## config.mk

```make
export PLATFORM = sky130hd
export DESIGN_NAME = enc_src_sel
export DESIGN_NICKNAME = d
export VERILOG_FILES = /design/src/rtl/enc_src_sel_pkg.sv /design/src/rtl/bar_locator.sv /design/src/rtl/rgb_yuv_table.sv /design/src/rtl/level_scaler.sv /design/src/rtl/live_limiter.sv /design/src/rtl/enc_src_sel.sv
export SDC_FILE = /design/constraint.sdc
export NUM_CORES = 1
export LEC_CHECK = 0
export BUFFER_PORTS_ARGS = -buffer_cell sky130_fd_sc_hd__buf_2
export CORE_UTILIZATION = 51
export CTS_CLUSTER_DIAMETER = 200
export CTS_CLUSTER_SIZE = 12
export DETAILED_ROUTE_END_ITERATION = 12
export PLACE_DENSITY = 0.83
export SLEW_MARGIN = 10
export SYNTH_ARGS = -nofsm -noshare
export SYNTH_HDL_FRONTEND = slang
export SYNTH_HIERARCHICAL = 1
export SYNTH_SLANG_ARGS = --single-unit
```

## constraint.sdc

```tcl
create_clock -name clk -period 5.9 [get_ports clk]
set_input_delay 1.18 -clock clk [delete_from_list [all_inputs] [get_ports clk]]
set_output_delay 1.18 -clock clk [all_outputs]
set_load 0.1 [all_outputs]
```

## src/rtl/enc_src_sel_pkg.sv

```systemverilog
package enc_src_sel_pkg;

  typedef enum logic [1:0] {
    SRC_LIVE = 2'd0,
    SRC_OVL  = 2'd1,
    SRC_BAR  = 2'd2
  } src_t;

  typedef struct packed {
    logic        [7:0] y;
    logic signed [7:0] u;
    logic signed [7:0] v;
  } yuv_t;

  localparam int NUM_BARS = 8;

  // Start sample of bar i for the selected standard.
  function automatic int bar_start(input logic pal, input int i);
    int s;
    if (pal) s = (i == 0) ? 142 : (i == 7) ? 757 : 142 + 88 * i;
    else     s = 127 + 89 * i;
    return s;
  endfunction

  // Color code {R,G,B} of the bar at a given rank (luminance order).
  function automatic logic [2:0] bar_code(input logic [2:0] rank);
    logic [2:0] c;
    case (rank)
      3'd0: c = 3'b111;
      3'd1: c = 3'b110;
      3'd2: c = 3'b011;
      3'd3: c = 3'b010;
      3'd4: c = 3'b101;
      3'd5: c = 3'b100;
      3'd6: c = 3'b001;
      default: c = 3'b000;
    endcase
    return c;
  endfunction

endpackage

```

## src/rtl/bar_locator.sv

```systemverilog
module bar_locator
  import enc_src_sel_pkg::*;
#(
  parameter int HCW = 11
) (
  input  logic [HCW-1:0] hcount,
  input  logic           pal,
  output logic           blank,
  output logic [2:0]     code
);
  logic [NUM_BARS-1:0] past_edge;

  generate
    for (genvar i = 0; i < NUM_BARS; i++) begin : g_cmp
      assign past_edge[i] = (hcount >= HCW'(bar_start(pal, i)));
    end
  endgenerate

  logic [2:0] rank;
  assign rank  = 3'($countones(past_edge[NUM_BARS-1:1]));
  assign blank = ~past_edge[0];
  assign code  = bar_code(rank);
endmodule

```

## src/rtl/rgb_yuv_table.sv

```systemverilog
module rgb_yuv_table
  import enc_src_sel_pkg::*;
(
  input  logic [2:0] code,
  output yuv_t       col
);
  always_comb begin
    case (code)
      3'b111:  col = '{y: 8'd235, u:  8'sd0,   v:  8'sd0};
      3'b110:  col = '{y: 8'd210, u: -8'sd112, v:  8'sd18};
      3'b011:  col = '{y: 8'd170, u:  8'sd38,  v: -8'sd112};
      3'b010:  col = '{y: 8'd145, u: -8'sd74,  v: -8'sd94};
      3'b101:  col = '{y: 8'd106, u:  8'sd74,  v:  8'sd94};
      3'b100:  col = '{y: 8'd81,  u: -8'sd38,  v:  8'sd112};
      3'b001:  col = '{y: 8'd41,  u:  8'sd112, v: -8'sd18};
      default: col = '{y: 8'd16,  u:  8'sd0,   v:  8'sd0};
    endcase
  end
endmodule

```

## src/rtl/level_scaler.sv

```systemverilog
module level_scaler #(
  parameter int W = 9
) (
  input  logic signed [W-1:0] x,
  input  logic        [1:0]   level,
  output logic signed [W-1:0] x_scaled
);
  logic signed [W-1:0] half, quarter;
  assign half    = x >>> 1;
  assign quarter = x >>> 2;

  always_comb begin
    case (level)
      2'b11:   x_scaled = x;
      2'b10:   x_scaled = half + quarter;
      2'b01:   x_scaled = half;
      default: x_scaled = quarter;
    endcase
  end
endmodule

```

## src/rtl/live_limiter.sv

```systemverilog
module live_limiter
  import enc_src_sel_pkg::*;
(
  input  logic [7:0] y_in,
  input  logic [7:0] cb_in,
  input  logic [7:0] cr_in,
  output yuv_t       lim
);
  localparam logic [7:0]        Y_LO = 8'd16;
  localparam logic [7:0]        Y_HI = 8'd235;
  localparam logic signed [7:0] C_LIM = 8'sd112;

  function automatic logic signed [7:0] clip_c(input logic [7:0] raw);
    logic signed [7:0] s;
    s = $signed(raw ^ 8'h80);
    if (s > C_LIM)       return C_LIM;
    else if (s < -C_LIM) return -C_LIM;
    else                 return s;
  endfunction

  always_comb begin
    if (y_in > Y_HI)      lim.y = Y_HI;
    else if (y_in < Y_LO) lim.y = Y_LO;
    else                  lim.y = y_in;
    lim.u = clip_c(cb_in);
    lim.v = clip_c(cr_in);
  end
endmodule

```

## src/rtl/enc_src_sel.sv

```systemverilog
module enc_src_sel
  import enc_src_sel_pkg::*;
#(
  parameter int HCW = 11,
  parameter int NCH = 3
) (
  input  logic           clk,
  input  logic           rst,
  input  logic [HCW-1:0] hcount,
  input  logic           pal,
  input  logic           bar_en,
  input  logic           ovl_en,
  input  logic [1:0]     level,
  input  logic [2:0]     ovl_rgb,
  input  logic [7:0]     live_y,
  input  logic [7:0]     live_cb,
  input  logic [7:0]     live_cr,
  output logic [7:0]     y_out,
  output logic [7:0]     u_out,
  output logic [7:0]     v_out
);
  localparam int SW = 9;
  localparam logic signed [SW-1:0] BLACK_OFS = SW'(16);

  // Stage 1: source decision, bar decode and live limiting.
  logic       bar_blank;
  logic [2:0] bar_cd;
  yuv_t       live_lim;

  bar_locator #(.HCW(HCW)) u_loc (
    .hcount (hcount),
    .pal    (pal),
    .blank  (bar_blank),
    .code   (bar_cd)
  );

  live_limiter u_lim (
    .y_in  (live_y),
    .cb_in (live_cb),
    .cr_in (live_cr),
    .lim   (live_lim)
  );

  src_t       s1_src;
  logic [2:0] s1_code;
  logic       s1_blank;
  logic [1:0] s1_level;
  yuv_t       s1_live;

  always_ff @(posedge clk) begin
    if (rst) begin
      s1_src   <= SRC_LIVE;
      s1_code  <= 3'b000;
      s1_blank <= 1'b0;
      s1_level <= 2'b11;
      s1_live  <= '{y: 8'd16, u: 8'sd0, v: 8'sd0};
    end else begin
      s1_level <= level;
      s1_live  <= live_lim;
      if (bar_en) begin
        s1_src   <= SRC_BAR;
        s1_code  <= bar_cd;
        s1_blank <= bar_blank;
      end else if (ovl_en) begin
        s1_src   <= SRC_OVL;
        s1_code  <= ovl_rgb;
        s1_blank <= 1'b0;
      end else begin
        s1_src   <= SRC_LIVE;
        s1_code  <= ovl_rgb;
        s1_blank <= 1'b0;
      end
    end
  end

  // Stage 2: table lookup, level scaling, final select.
  yuv_t base;
  rgb_yuv_table u_tab (
    .code (s1_code),
    .col  (base)
  );

  logic signed [SW-1:0] ch_in  [NCH];
  logic signed [SW-1:0] ch_out [NCH];

  assign ch_in[0] = $signed({1'b0, base.y}) - BLACK_OFS;
  assign ch_in[1] = {base.u[7], base.u};
  assign ch_in[2] = {base.v[7], base.v};

  generate
    for (genvar c = 0; c < NCH; c++) begin : g_scale
      level_scaler #(.W(SW)) u_sc (
        .x        (ch_in[c]),
        .level    (s1_level),
        .x_scaled (ch_out[c])
      );
    end
  endgenerate

  logic signed [SW-1:0] y_sum;
  assign y_sum = ch_out[0] + BLACK_OFS;

  yuv_t gen_pix, nxt_pix;
  always_comb begin
    gen_pix.y = y_sum[7:0];
    gen_pix.u = ch_out[1][7:0];
    gen_pix.v = ch_out[2][7:0];
    case (s1_src)
      SRC_BAR:  nxt_pix = s1_blank ? '{y: 8'd16, u: 8'sd0, v: 8'sd0} : gen_pix;
      SRC_OVL:  nxt_pix = gen_pix;
      default:  nxt_pix = s1_live;
    endcase
  end

  always_ff @(posedge clk) begin
    if (rst) begin
      y_out <= 8'd16;
      u_out <= 8'd0;
      v_out <= 8'd0;
    end else begin
      y_out <= nxt_pix.y;
      u_out <= nxt_pix.u;
      v_out <= nxt_pix.v;
    end
  end
endmodule

```

==> results of run 1 <==
## state kept, by name (all words and copies together), names as in the netlist
name / flops
y_out: 8
v_out: 8
u_out: 8
s1_code: 3
s1_blank: 1
s1_live: 24
s1_src: 2
s1_level: 2
## cell usage in the layout, fill, tap and decap left out, types with 5 or more instances in the layout
master / count
mux4_2: 21
dfxtp_1: 56
buf_2: 68
nor3_1: 9
clkbuf_8: 5
xor2_1: 7
nand2b_1: 6
o21ai_0: 15
ha_1: 49
a21oi_1: 48
and2_1: 9
o211ai_1: 25
inv_1: 34
xnor2_1: 9
o22ai_1: 8
nand2_1: 33
nor2b_1: 27
nor2_1: 27
o21ai_1: 6
fa_1: 8
or2_2: 10
a211oi_1: 6
## layer usage
| layer | vias up | part of all wire | track usage |
|---|---|---|---|
| li1 | 2001 | - | - |
| met1 | 1936 | 0.41 | 0.250 |
| met2 | 140 | 0.53 | 0.397 |
| met3 | 20 | 0.036 | 0.0274 |
| met4 | 0 | 0.023 | 0.0769 |
| met5 | - | 0 | 0 |
## path summary, 6_finish.rpt
kind | depth (start not counted) | end | slack (ns) | start
max | 13 | s1_code[2] | 1.32 | pal
min | 2 | u_out[3] | 0.46 | s1_live[11]
max reg2reg | 18 | y_out[6] | 1.63 | s1_code[1]
min reg2reg | 2 | u_out[3] | 0.46 | s1_live[11]
## area by class of cell
cell class / count / area, um^2
Timing Repair Buffer: 70 / 355
Inverter: 35 / 131
Clock buffer: 5 / 68.8
Clock inverter: 3 / 27.5
Multi-Input combinational cell: 405 / 3340
Fill cell: 816 / 4040
Tap cell: 129 / 161
Sequential cell: 56 / 1120
## stage by stage
step           utilization  cells
2_1_floorplan            -    534
3_3_place_gp         0.553    695
3_5_place_dp         0.553    695
4_1_cts              0.563    703
5_1_grt              0.563    703
6_report             0.563    703
## report_power, final
group	leakage [nW]	switching [mW]	internal [mW]
Clock	0.0463	0.135	0.0874
Combinational	1.76	0.458	0.344
Sequential	0.461	0.0121	0.403
Total	2.26	0.604	0.835
## worst max-delay path, stage by stage
cell and delay [ns]:
buf_2 0.15, inv_1 0.24, ha_1 0.30, nand2b_1 0.21, a31o_2 0.27, a211oi_1 0.22
o21a_1 0.16, fa_1 0.45, fa_1 0.52, fa_1 0.45, fa_1 0.44, mux2i_1 0.14
nor2_1 0.05
==> impl_metrics.yaml, run 1 <==
logic_synthesis:
  ys_warn_count: 6
  syn_inst: 532
  synthesis.area_per_instance_um2: 9.11
  syn_area_um2: 4850
setup_path:
  cp.required_ns: 6.09
  cp_max_fo: 8
  critPathLaunchType: "primary input"
  crit_type: "in2reg"
  endpoint_kind: "flip-flop"
  cp.arrival_ns: 4.78
timing:
  fin_setup_tns_ns: 0
  worst_pin_slew_ns: 0.989
  slew_headroom: 0.340
  holdWs_ns: 0.460
  maxSlewViolCount: 0
  grt_setup_unrepaired: "no"
  setup_ws_ns: 1.32
  setup_viol: 0
  skew_ns: 0.0116
  min_period_ns: 4.58
  max_freq_ghz: 0.218
  timing.final.crit_share: 0.777
  hold_viol: 0
cts:
  clock-sinks: 56
  clk_pin_slew_ns: 0.11
  cts-htree-levels: 2
  ctsHoldBuffers: 0
  cts-root-buf: "clkbuf_8"
  postCtsSetupBuffers: 0
  clk_latency_ns: 0.32
  cts_resized: 0
  clock_path_buffers: 2
  cts_tree: "built"
  cts_buffers: 5
placed_design:
  place_area_um2: 5110
  io_buffers: 68
  dp_hpwl_um: 7870
  globalplace.congestion: 0.903
  dp_slack_ns: 0.973
layout:
  antenna_cells: 0
  syn_to_final_growth_pct: 7.38
  drive_above_1_share: 0.232
  nets: 675
  fin_area_um2: 5200
route:
  routed_wl_um: 10200
  vias_per_cell: 5.83
  num_vias: 4097
  drc: 0
  wl_per_cell_um: 14.5
  ant_nets: 0
  drtIter0Drc: 168
  firstDrtPassIters: 5
power_and_ir_drop:
  worst_ir_drop_vdd_v: 0.000144
  p_per_area_nw_per_um2: 276
  p_leak_nw: 2.26
  power_mw: 1.44
global_route:
  grt_max_degree: 56
  antenna_found_initial: 0
  track_usage: 0.214
  grt-ovfl-total: 0
  grt_pass1_wl_um: 17300
  first_global_vias: 3885
worst_hold_path:
  worstHoldPathType: "reg2reg"
floorplan:
  dieArea_um2: 9900
  die_w_um: 99.5
  fp-row-count: 35
  initial_core_util: 0.525
  core-area_um2: 9240
  ios: 69
  die_h_um: 99.5
job:
  cap_violations: 0
status:
  status: "complete, no violations"
Power figures use the tool's default switching activity.
==> run 2, diff against run 1 <==
==> constraint.sdc (replaced) <==
create_clock -name clk -period 4.75 [get_ports clk]
set_input_delay 0.95 -clock clk [delete_from_list [all_inputs] [get_ports clk]]
set_output_delay 0.95 -clock clk [all_outputs]
set_load 0.1 [all_outputs]
==> run 2 against run 1 <==
Effect of this change:
- cell count increased by 0.28%
- cell area increased by 0.29%
- worst setup slack got worse by 0.89 ns
- critical path depth increased by 5
- combinational power increased by 26%
- die area unchanged
- sequential power increased by 26%
- clock skew decreased by 0.0055 ns
- routed wire length increased by 2.1%
- sequential cell count unchanged
- largest cell class unchanged
- largest power group unchanged
==> impl_metrics.yaml, run 2 (synthesis gave the netlist of run 1 again) <==
power_and_ir_drop:
  p_clk_frac: 0.152
  combinationalPowerShare: 0.559
  p_leak_nw: 2.27
  p_per_area_nw_per_um2: 346
  p_seq_frac: 0.288
  p_switching_mw: 0.765
  worst_ir_drop_vdd_v: 0.000186
  internal_power_mw: 1.04
  p_sw_frac: 0.424
  power_mw: 1.81
cts:
  cts_tree: "built"
  cts_resized: 0
  postCtsSetupBuffers: 0
  cts_buffers: 5
  clk_pin_slew_ns: 0.10
  clock-sinks: 56
  clk_latency_ns: 0.32
  cts-root-buf: "clkbuf_8"
  ctsHoldBuffers: 0
  clock_path_buffers: 2
  cts-htree-levels: 2
timing:
  worst_pin_slew_ns: 0.986
  skew_ns: 0.00607
  fin_setup_tns_ns: 0
  setup_viol: 0
  grt_setup_unrepaired: "no"
  slew_headroom: 0.343
  timing.final.crit_share: 0.910
  min_period_ns: 4.32
  hold_viol: 0
  max_freq_ghz: 0.231
  maxSlewViolCount: 0
  holdWs_ns: 0.460
setup_path:
  cp.required_ns: 4.99
  critPathLaunchType: "flip-flop"
  crit_chain: "inv_1 -> ha_1 -> nor3b_2 -> o22a_4 -> nand2b_1 -> inv_1 -> ha_1 -> xor2_1 -> ha_1 -> nor2_1 -> o21ai_1 -> o21ai_1 -> xnor2_1 -> mux4_2 -> ha_1 -> xor2_1 -> o211ai_1 -> a21oi_1"
  slowest_delay_ns: 0.48
  cp.arrival_ns: 4.57
  slowest_stage: "mux4_2"
  crit_type: "reg2reg"
  cp_common_cell: "ha_1"
  endpoint_kind: "flip-flop"
  cp_max_fo: 14
layout:
  antenna_cells: 0
  drive_above_1_share: 0.234
  layout_common_cells: "buf_2 (68), dfxtp_1 (56), ha_1 (49)"
  syn_to_final_growth_pct: 7.69
  nets: 677
  largest_reg_flops: 24
  final_common_cell: "buf_2"
  regMostFlops: "s1_live"
  fin_area_um2: 5220
  utilization: 0.565
route:
  drtIter0Drc: 197
  wl_per_cell_um: 14.8
  vias_per_cell: 5.82
  ant_nets: 0
  routed_wl_um: 10400
  firstDrtPassIters: 4
  drc: 0
  num_vias: 4101
global_route:
  first_global_vias: 3938
  grt-ovfl-total: 0
  grt_max_degree: 56
  grt_pass1_wl_um: 17900
  track_usage: 0.221
  antenna_found_initial: 0
floorplan:
  initial_core_util: 0.525
  dieArea_um2: 9900
  core-area_um2: 9240
  die_h_um: 99.5
  fp-row-count: 35
  die_w_um: 99.5
  ios: 69
status:
  status: "complete, no violations"
job:
  cap_violations: 0
placed_design:
  place_area_um2: 5120
  globalplace.congestion: 0.934
  dp_hpwl_um: 7980
  io_buffers: 68
worst_hold_path:
  worstHoldPathType: "reg2reg"
-- run 2: cell count changes in the layout (fill, tap and decap cells not counted), sizes merged --
cell and change:
buf +2
-- run 2: stage by stage --
stage | setup WS [ns] | instances
4_1_cts | 0.453 | 705
3_5_place_dp | 0.191 | 697
3_3_place_gp | 0.297 | 697
6_report | 0.427 | 705
5_1_grt | 0.0688 | 705
2_1_floorplan | 0.432 | 534
-- run 2: final cells by class --
class / count / area (um^2)
Clock buffer: 5 / 68.8
Clock inverter: 3 / 27.5
Fill cell: 806 / 4020
Inverter: 35 / 131
Multi-Input combinational cell: 405 / 3340
Sequential cell: 56 / 1120
Tap cell: 129 / 161
Timing Repair Buffer: 72 / 370
-- run 2: metal layers --
metal  global-route usage  part of all wire  vias to the layer above
met2                0.421              0.53                      101
met5                    0                 0                        -
met4               0.0679             0.024                        0
met1                0.255              0.41                     1961
li1                     -                 -                     2011
met3               0.0267             0.034                       28
-- run 2: critical path: cells and delay by family (launching register included) --
kind | cells | cell delay, ns
adder cells (fa/ha/maj) | 4 | 1.12
AO/OA/AOI/OAI | 5 | 0.76
XOR/XNOR | 3 | 0.69
AND/OR/NAND/NOR | 3 | 0.48
multiplexers | 1 | 0.48
flip-flops | 1 | 0.47
buffers and inverters | 2 | 0.24
-- run 2: power groups by stage --
| stage | registers, mW | logic, mW | clock network (mW) |
|---|---|---|---|
| 3_5_place_dp | 0.532 | 0.988 | 0 |
| 2_1_floorplan | 0.616 | 0.735 | 0 |
| 5_1_grt | 0.526 | 1.11 | 0.300 |
| 4_1_cts | 0.521 | 1.00 | 0.281 |
| 6_report | 0.521 | 1.01 | 0.275 |
| 3_3_place_gp | 0.530 | 0.938 | 0 |
-- run 2: final timing paths --
check              startpoint        to  slack (ns)  cells after the start
setup / recovery   s1_code[1]  y_out[6]        0.43                     18
hold / removal    s1_live[18]  y_out[2]        0.46                      2
setup reg to reg   s1_code[1]  y_out[6]        0.43                     18
hold reg to reg   s1_live[18]  y_out[2]        0.46                      2
==> run 3, diff against run 2 <==
--- a/config.mk
+++ b/config.mk
@@ -10,7 +10,7 @@
 export CTS_CLUSTER_DIAMETER = 200
 export CTS_CLUSTER_SIZE = 12
 export DETAILED_ROUTE_END_ITERATION = 12
-export PLACE_DENSITY = 0.83
+export PLACE_DENSITY = 0.86
 export SLEW_MARGIN = 10
 export SYNTH_ARGS = -nofsm -noshare
 export SYNTH_HDL_FRONTEND = slang
==> constraint.sdc (replaced) <==
create_clock -name clk -period 3.6 [get_ports clk]
set_input_delay 0.72 -clock clk [delete_from_list [all_inputs] [get_ports clk]]
set_output_delay 0.72 -clock clk [all_outputs]
set_load 0.1 [all_outputs]
==> run 3 against run 2 <==
Effect of this change:
- the flow now finishes with violations (setup timing)
- first-iteration DRC count decreased by 11%
- global-route usage increased by 0.43 points
- highest routed layer unchanged
- via count increased by 5.8%
- cell count increased by 6.5%
- die area unchanged
- non-clock buffer count increased by 46
- combinational power increased by 61%
==> impl_metrics.yaml, run 3 (synthesis gave the netlist of run 1 again) <==
global_route:
  grt_busiest_layer: "met2"
  grt_max_degree: 35
  grt_pass1_wl_um: 18200
  use_met1: 0.269
  antenna_found_initial: 0
  grt-ovfl-total: 0
  first_global_vias: 4105
  track_usage: 0.225
  grtUsageMet3: 0.0344
  use_met2: 0.411
floorplan:
  core-area_um2: 9240
  die_w_um: 99.5
  fp-row-count: 35
  dieArea_um2: 9900
  ios: 69
  die_h_um: 99.5
  initial_core_util: 0.525
setup_path:
  r2r-start: "s1_code[0]"
  crit_chain: "buf_8 -> clkinvlp_4 -> buf_4 -> ha_1 -> nand3_1 -> nor3_2 -> a21oi_1 -> fa_1 -> fa_1 -> fa_2 -> fa_2 -> mux2i_1 -> nor2_1"
  cp_max_fo: 5
  critPathLaunchType: "primary input"
  crit_type: "in2reg"
  slowest_stage: "fa_1"
  r2r_setup_slack_ns: 0.03
  r2r_cells: 18
  slowest_delay_ns: 0.56
  endpoint_kind: "flip-flop"
  cp.arrival_ns: 3.90
  r2r_end: "y_out[6]"
  cp.required_ns: 3.85
route:
  drc: 0
  drtIter0Drc: 176
  routed_wl_um: 11200
  num_vias: 4339
  ant_nets: 0
  vias_per_cell: 5.78
  firstDrtPassIters: 6
  wl_per_cell_um: 14.9
power_and_ir_drop:
  p_leak_nw: 2.51
  worst_ir_drop_vdd_v: 0.000299
  p_per_area_nw_per_um2: 459
  power_mw: 2.66
layout:
  regMostFlops: "s1_live"
  n_fill_cell: 691
  syn_to_final_growth_pct: 19.5
  antenna_cells: 0
  largest_reg_flops: 24
  drive_above_1_share: 0.341
  nets: 723
  layout_common_cells: "buf_2 (67), dfxtp_1 (54), buf_4 (49)"
  final_common_cell: "buf_2"
cts:
  clk_latency_ns: 0.32
  ctsHoldBuffers: 0
  clock_path_buffers: 2
  cts-root-buf: "clkbuf_8"
  cts_tree: "built"
  cts_buffers: 5
  cts-htree-levels: 2
  clock-sinks: 56
  clk_pin_slew_ns: 0.10
timing:
  max_freq_ghz: 0.274
  fin_setup_tns_ns: -0.0521
  timing.final.crit_share: 1.01
  setup_viol: 1
  worst_pin_slew_ns: 0.900
  hold_viol: 0
  slew_headroom: 0.400
  setup_ws_ns: -0.0521
  skew_ns: 0.0116
  holdWs_ns: 0.449
  grt_setup_unrepaired: "yes"
  maxSlewViolCount: 0
  min_period_ns: 3.65
status:
  status: "finished, violations left"
  violations: "setup timing"
placed_design:
  io_buffers: 68
  globalplace.congestion: 0.937
  dp_slack_ns: -0.395
  dp_hpwl_um: 8470
worst_hold_path:
  min_to: "y_out[5]"
  min_from: "s1_live[21]"
  worstHoldPathType: "reg2reg"
  min_delay_path_depth: 2
job:
  cap_violations: 0
==> run 3: changes by cell type in the layout (fill, tap and decap cells not counted), moves of 3 or more <==
cell / before / now
buf_4: 4 / 49
ha_1: 49 / 38
ha_4: 0 / 9
inv_1: 34 / 28
inv_2: 1 / 4
nor3_1: 9 / 6
nor3_2: 0 / 3
==> run 3: timing repair <==
item	in CTS	in global routing
endpoints found under the setup margin	4	8
buffers inserted	1	4
pin swaps	6	18
gates resized for setup	9	32
==> run 3: layer usage <==
metal | share of wire | wire [um] | vias up
met4 | 0.020 | 229 | 0
li1 | - | - | 2095
met3 | 0.051 | 578 | 25
met1 | 0.40 | 4540 | 2067
met5 | 0 | 0 | -
met2 | 0.52 | 5880 | 152
==> run 3: how the worst max path moves through the flow <==
stage	startpoint	end	slack, ns
finish	pal	s1_code[2]	-0.05
global route	pal	s1_code[2]	-0.22
CTS	s1_code[0]	y_out[6]	-0.02
detailed placement	pal	s1_code[2]	-0.39
global placement	pal	s1_code[2]	-0.32
floorplan	pal	s1_code[2]	-0.21
==> run 3: layout make-up <==
class                      count  area (um^2)  share of cell area
multi-input combinational    405         3540               0.612
timing repair buffer         118          729               0.126
sequential                    56         1130               0.195
tap                          129          161              0.0279
clock inverter                 3         21.3             0.00367
clock buffer                   5         68.8              0.0119
inverter                      35          140              0.0242
==> run 3: power breakdown <==
part / internal [mW] / switching [mW]
clock network: 0.139 / 0.210
logic: 0.769 / 0.859
registers: 0.660 / 0.0219
==> run 3: stage by stage <==
step / std cells / cell area (um^2) / utilization
global placement: 738 / 5480 / 0.593
floorplan: 534 / 4900 / -
global route: 751 / 5790 / 0.627
finish: 751 / 5790 / 0.627
detailed placement: 738 / 5480 / 0.593
CTS: 747 / 5610 / 0.607
==> run 3: worst max-delay path: cells and delay by family <==
family          cells  cell delay, ns
fa+ha+maj           5            2.17
simple gates        3            0.42
buf+inv             3            0.41
compound gates      1            0.11
mux                 1            0.07
